$ cat src/rtl/crc16_pkg.sv
package crc16_pkg;
   typedef enum logic [1:0] {
      REG_CTRL   = 2'd0,
      REG_DATA   = 2'd1,
      REG_RES_HI = 2'd2,
      REG_RES_LO = 2'd3
   } reg_sel_e;

   localparam int unsigned CB_CLEAR = 7;
   localparam int unsigned CB_DMA   = 3;
   localparam int unsigned CB_FLIP  = 2;
   localparam int unsigned CB_INV   = 1;
   localparam int unsigned CB_SEED  = 0;

   typedef struct packed {
      logic dma;
      logic flip;
      logic inv;
      logic seed;
   } ctrl_t;
endpackage

$ cat src/rtl/crc_ctrl_reg.sv
module crc_ctrl_reg
   import crc16_pkg::*;
#(
   parameter int unsigned DATA_W = 8
) (
   input  logic              clk,
   input  logic              rst_n,
   input  logic              wr_ctrl,
   input  logic [DATA_W-1:0] wdata,
   output ctrl_t             ctrl_q,
   output logic              clr_pulse,
   output logic              clr_seed,
   output logic [DATA_W-1:0] readback
);
   if (DATA_W <= CB_CLEAR) begin : g_bad_w
      $error("crc_ctrl_reg: DATA_W must exceed the clear bit position");
   end

   // Clear is a one-cycle command; it is never stored.
   assign clr_pulse = wr_ctrl & wdata[CB_CLEAR];
   assign clr_seed  = wdata[CB_SEED];

   always_ff @(posedge clk or negedge rst_n) begin
      if (!rst_n) begin
         ctrl_q <= '0;
      end else if (wr_ctrl) begin
         ctrl_q.dma  <= wdata[CB_DMA];
         ctrl_q.flip <= wdata[CB_FLIP];
         ctrl_q.inv  <= wdata[CB_INV];
         ctrl_q.seed <= wdata[CB_SEED];
      end
   end

   always_comb begin
      readback          = '0;
      readback[CB_DMA]  = ctrl_q.dma;
      readback[CB_FLIP] = ctrl_q.flip;
      readback[CB_INV]  = ctrl_q.inv;
      readback[CB_SEED] = ctrl_q.seed;
   end
endmodule

$ cat src/rtl/crc_byte_step.sv
module crc_byte_step #(
   parameter int unsigned CRC_W  = 16,
   parameter int unsigned DATA_W = 8,
   parameter logic [CRC_W-1:0] POLY = 16'h1021
) (
   input  logic [CRC_W-1:0]  crc_in,
   input  logic [DATA_W-1:0] data_in,
   output logic [CRC_W-1:0]  crc_out
);
   if (CRC_W < 2 || DATA_W < 1) begin : g_bad_w
      $error("crc_byte_step: unsupported widths");
   end

   logic [CRC_W-1:0] stage [0:DATA_W];
   assign stage[0] = crc_in;

   // One shift/XOR step per input bit, MSB of the byte first.
   for (genvar g = 0; g < DATA_W; g++) begin : g_step
      logic fb;
      assign fb = stage[g][CRC_W-1] ^ data_in[DATA_W-1-g];
      assign stage[g+1] = {stage[g][CRC_W-2:0], 1'b0} ^ (fb ? POLY : '0);
   end

   assign crc_out = stage[DATA_W];
endmodule

$ cat src/rtl/crc_result_view.sv
module crc_result_view #(
   parameter int unsigned CRC_W = 16
) (
   input  logic [CRC_W-1:0] raw,
   input  logic             flip,
   input  logic             inv,
   output logic [CRC_W-1:0] view
);
   logic [CRC_W-1:0] mirrored;
   logic [CRC_W-1:0] ordered;

   for (genvar i = 0; i < CRC_W; i++) begin : g_mirror
      assign mirrored[i] = raw[CRC_W-1-i];
   end

   // Mirror first, complement second.
   assign ordered = flip ? mirrored : raw;
   assign view    = ordered ^ {CRC_W{inv}};
endmodule

$ cat src/rtl/crc16_engine.sv
module crc16_engine
   import crc16_pkg::*;
#(
   parameter int unsigned CRC_W  = 16,
   parameter int unsigned DATA_W = 8,
   parameter logic [CRC_W-1:0] POLY = 16'h1021
) (
   input  logic              clk,
   input  logic              rst_n,
   input  logic              reg_wr,
   input  logic [1:0]        reg_addr,
   input  logic [DATA_W-1:0] reg_wdata,
   output logic [DATA_W-1:0] reg_rdata,
   output logic              dma_req,
   input  logic              dma_ack,
   input  logic [DATA_W-1:0] dma_data
);
   localparam logic [CRC_W-1:0] SEED_ZERO = '0;
   localparam logic [CRC_W-1:0] SEED_ONES = '1;

   if (CRC_W != 2 * DATA_W) begin : g_bad_split
      $error("crc16_engine: result must split into exactly two bytes");
   end

   ctrl_t             ctrl_q;
   logic              clr_pulse;
   logic              clr_seed;
   logic [DATA_W-1:0] ctrl_rb;
   logic              wr_ctrl;
   logic              wr_data;
   logic              take_dma;
   logic              take_byte;
   logic [DATA_W-1:0] byte_in;
   logic [CRC_W-1:0]  acc_q;
   logic [CRC_W-1:0]  acc_next;
   logic [CRC_W-1:0]  view;

   assign wr_ctrl  = reg_wr && (reg_addr == REG_CTRL);
   assign wr_data  = reg_wr && (reg_addr == REG_DATA);
   assign take_dma = dma_ack && ctrl_q.dma;
   assign take_byte = wr_data || take_dma;
   assign byte_in  = wr_data ? reg_wdata : dma_data;
   assign dma_req  = ctrl_q.dma;

   crc_ctrl_reg #(.DATA_W(DATA_W)) u_ctrl (
      .clk       (clk),
      .rst_n     (rst_n),
      .wr_ctrl   (wr_ctrl),
      .wdata     (reg_wdata),
      .ctrl_q    (ctrl_q),
      .clr_pulse (clr_pulse),
      .clr_seed  (clr_seed),
      .readback  (ctrl_rb)
   );

   crc_byte_step #(.CRC_W(CRC_W), .DATA_W(DATA_W), .POLY(POLY)) u_step (
      .crc_in  (acc_q),
      .data_in (byte_in),
      .crc_out (acc_next)
   );

   always_ff @(posedge clk or negedge rst_n) begin
      if (!rst_n) begin
         acc_q <= '0;
      end else if (clr_pulse) begin
         acc_q <= clr_seed ? SEED_ONES : SEED_ZERO;
      end else if (take_byte) begin
         acc_q <= acc_next;
      end
   end

   crc_result_view #(.CRC_W(CRC_W)) u_view (
      .raw  (acc_q),
      .flip (ctrl_q.flip),
      .inv  (ctrl_q.inv),
      .view (view)
   );

   always_comb begin
      unique case (reg_sel_e'(reg_addr))
         REG_CTRL:   reg_rdata = ctrl_rb;
         REG_RES_HI: reg_rdata = view[CRC_W-1 -: DATA_W];
         REG_RES_LO: reg_rdata = view[DATA_W-1:0];
         default:    reg_rdata = '0;
      endcase
   end
endmodule

$ cat config.mk
export PLATFORM = sky130hd
export DESIGN_NAME = crc16_engine
export DESIGN_NICKNAME = d
export VERILOG_FILES = /design/src/rtl/crc16_pkg.sv /design/src/rtl/crc_ctrl_reg.sv /design/src/rtl/crc_byte_step.sv /design/src/rtl/crc_result_view.sv /design/src/rtl/crc16_engine.sv
export SDC_FILE = /design/constraint.sdc
export NUM_CORES = 1
export LEC_CHECK = 0
export ABC_AREA = 1
export CORE_MARGIN = 2
export CORE_UTILIZATION = 50
export CTS_CLUSTER_DIAMETER = 150
export DETAILED_ROUTE_END_ITERATION = 12
export PLACE_DENSITY = 0.78
export SLEW_MARGIN = 20
export SYNTH_ARGS = -nofsm -noshare
export SYNTH_HDL_FRONTEND = slang
export SYNTH_SLANG_ARGS = --single-unit
$ cat constraint.sdc
create_clock -name clk -period 1.8 [get_ports clk]
set_clock_uncertainty 0.15 [all_clocks]
set_input_delay 0.36 -clock clk [delete_from_list [all_inputs] [get_ports clk]]
set_output_delay 0.36 -clock clk [all_outputs]
set_load 0.05 [all_outputs]
==> metrics.yaml <==
run_status:
  status: "complete, but fails checks"
  violations: "setup timing"
clock_network:
  cts_max_level: 1
  cts_tree: "done"
  cts_hold_buf: 0
  clock_latency_ps: 270
  cts_sinks: 20
  ctsLongestPathBuffers: 2
  cts_buffers: 3
  clkTransAtPathRegs_ps: 80
  cts_root_buf: "clkbuf_8"
worst_setup_path:
  cp-start-kind: "flip-flop"
  crit_path_max_fanout: 7
  crit_required_ps: 1290
  end_kind: "output pin"
  cp.arrival_ps: 1810
  critical_path_class: "flip-flop to output pin"
flow_run:
  cap_violations: 0
placement:
  placed_area_um2: 2810
  hpwl_um: 4910
  place_inst: 427
  place.gp.congestion: 0.917
  portBuffers: 30
synthesis:
  ys_seq_elements: 20
  synth_ff_type: "dfrtp_1"
  ys_warn_count: 0
  synth_compound_area_frac: 0.156
  synthSimpleGateAreaFrac: 0.438
  yosysTopAreaCellShare: 0.243
  synth_common_cells: "nand2_1 (93), nand3_1 (68), inv_1 (36), dfrtp_1 (20), o21ai_0 (19)"
  synth.most_common_cell: "nand2_1"
  synth.distinct_cells: 32
  synth_area_leader_cell: "dfrtp_1"
  synth_area_leaders: "dfrtp_1 (24%), nand2_1 (17%), nand3_1 (17%)"
  netlist_area_um2: 2060
  synth_xor_area_frac: 0.0553
  synthArstFlopShare: 1.00
  synth_fa_ha_area_frac: 0
  syn_nets: 342
  syn_avg_cell_area_um2: 6.43
  synth_top_family_by_area: "simple AND/OR/NAND/NOR gates"
  synth_edf_count: 0
  synth_mux_area_frac: 0
  synth_seq_area_share: 0.243
  synthCells: 320
layout:
  seq_area_um2: 502
  layout-drive-gt1-share: 0.338
  stdcell_count: 440
  multi_input_area_um2: 1570
  final_area_um2: 3240
  nFillCells: 222
  antenna_cells: 0
  syn_to_final_growth_pct: 57.4
  nNetsFinal: 413
power:
  finalPower_w: 0.00453
  p_seq_frac: 0.193
  power.leakage_nw: 1.62
  p_int_w: 0.00231
  peakVddDrop_v: 0.000937
  power_frac_comb: 0.704
  p_switching_w: 0.00222
  p_clk_frac: 0.103
  pwr_density_cell_nw_per_um2: 1400
  sw_frac_of_total: 0.491
sta:
  drv_slew: 0
  hold_violations: 0
  setup_tns_ps: -3810
  period_share: 1.29
  finalSetupViolCount: 8
  tightest_slew_ps: 300
  fin_ws_ps: -525
  max_freq_mhz: 430
  relSlewSlack: 0.798
  final.min_clock_period_ps: 2320
  rsz0062_at_grt: "yes"
floorplan:
  initial_core_util: 0.518
  core-area_um2: 3970
  die_height_um: 68.2
  die_area_um2: 4650
  rows: 23
  die_x_um: 68.2
  ios: 31
route:
  final_antenna_net_count: 0
  drt_iter0_drc: 297
  vias: 2754
  post_drt_wl_per_cell_um: 19.3
  firstDrtPassIters: 7
  remaining_drc_errors: 0
  wl_um: 8510
  viasPerCell: 6.26
global_route:
  overflow: 0
  gr-usage-all-layers: 0.347
  grt_antenna_before_repair: 0
  grt_pass1_vias: 2500
  grt_max_degree: 21
  grt_pass1_wl_um: 11900
hold_path:
  hp-class: "input port to async pin"
-- placed cells by master (no fill, tap or decap), types with 6 or more instances in the layout --
cell type	instances
dfrtp_1	19
inv_1	33
a22oi_1	6
nand2_2	13
clkdlybuf4s50_1	18
nand2_1	81
o21ai_2	10
a21oi_2	8
nor2_1	8
nand3_1	65
nand4_1	9
xor2_1	10
buf_4	35
buf_12	11
-- critical path, stage by stage (launching register included) --
cell and delay, ps:
dfrtp_2 470, buf_4 160, buf_12 130, nand2_1 110, o21ai_2 70, xor2_1 170, a32o_2 280, buf_12 150
-- state kept, by name, indices dropped and copies added (netlist names) --
register	count
acc_q	16
u_ctrl.ctrl_q	4
-- metal layers --
metal,part of all wire,vias up,GRT usage
li1,-,1216,-
met1,0.37,1274,0.402
met2,0.47,201,0.579
met3,0.11,63,0.112
met4,0.058,0,0.158
met5,0,-,0
-- layout make-up --
class,instances,area share
Clock buffer,3,0.0127
Clock inverter,1,0.00927
Inverter,39,0.0475
Multi-Input combinational cell,250,0.486
Sequential cell,20,0.155
Tap cell,50,0.0193
Timing Repair Buffer,77,0.271
-- final timing paths --
check                            startpoint               end  slack, ps  cells past startpoint
hold reg to reg            u_ctrl.ctrl_q[0]  u_ctrl.ctrl_q[0]        370                      2
setup reg to reg                  acc_q[12]         acc_q[12]        240                      9
setup / recovery           u_ctrl.ctrl_q[2]      reg_rdata[4]       -520                      7
hold / removal                        rst_n          acc_q[5]        280                      2
min in group clk           u_ctrl.ctrl_q[0]  u_ctrl.ctrl_q[0]        370                      2
max in group asynchronous             rst_n  u_ctrl.ctrl_q[2]        970                      2
-- through the flow --
| stage | utilization | setup slack [ps] | hold WS, ps |
|---|---|---|---|
| floorplan | - | -389 | -85.6 |
| global placement | 0.708 | -474 | 323 |
| detailed placement | 0.708 | -498 | 334 |
| CTS | 0.793 | -462 | 281 |
| global route | 0.816 | -560 | 324 |
| finish | 0.816 | -525 | 284 |
-- power groups by stage --
stage	clock [W]	sequential [W]	combinational [W]
after floorplan	0	0.000794	0.00172
after global placement	0	0.000813	0.00260
after detailed placement	0	0.000817	0.00266
after CTS	0.000476	0.000839	0.00295
after global routing	0.000479	0.000901	0.00338
final	0.000468	0.000874	0.00319
-- cell families after synthesis --
group | Yosys count
xor gates and xnor gates | 13
and+or+nand+nor | 191
DFF | 20
AOI/OAI and AO/OA | 45
buffers and inverters | 51
-- repair_timing --
item                                    CTS  global route
resized for setup                        50            30
buffers inserted                          4             2
hold endpoints to repair                  0             0
cloned                                    4             1
pin swaps                                12            12
endpoints found under the setup margin   24            22
(Power assumes the default switching activity.)
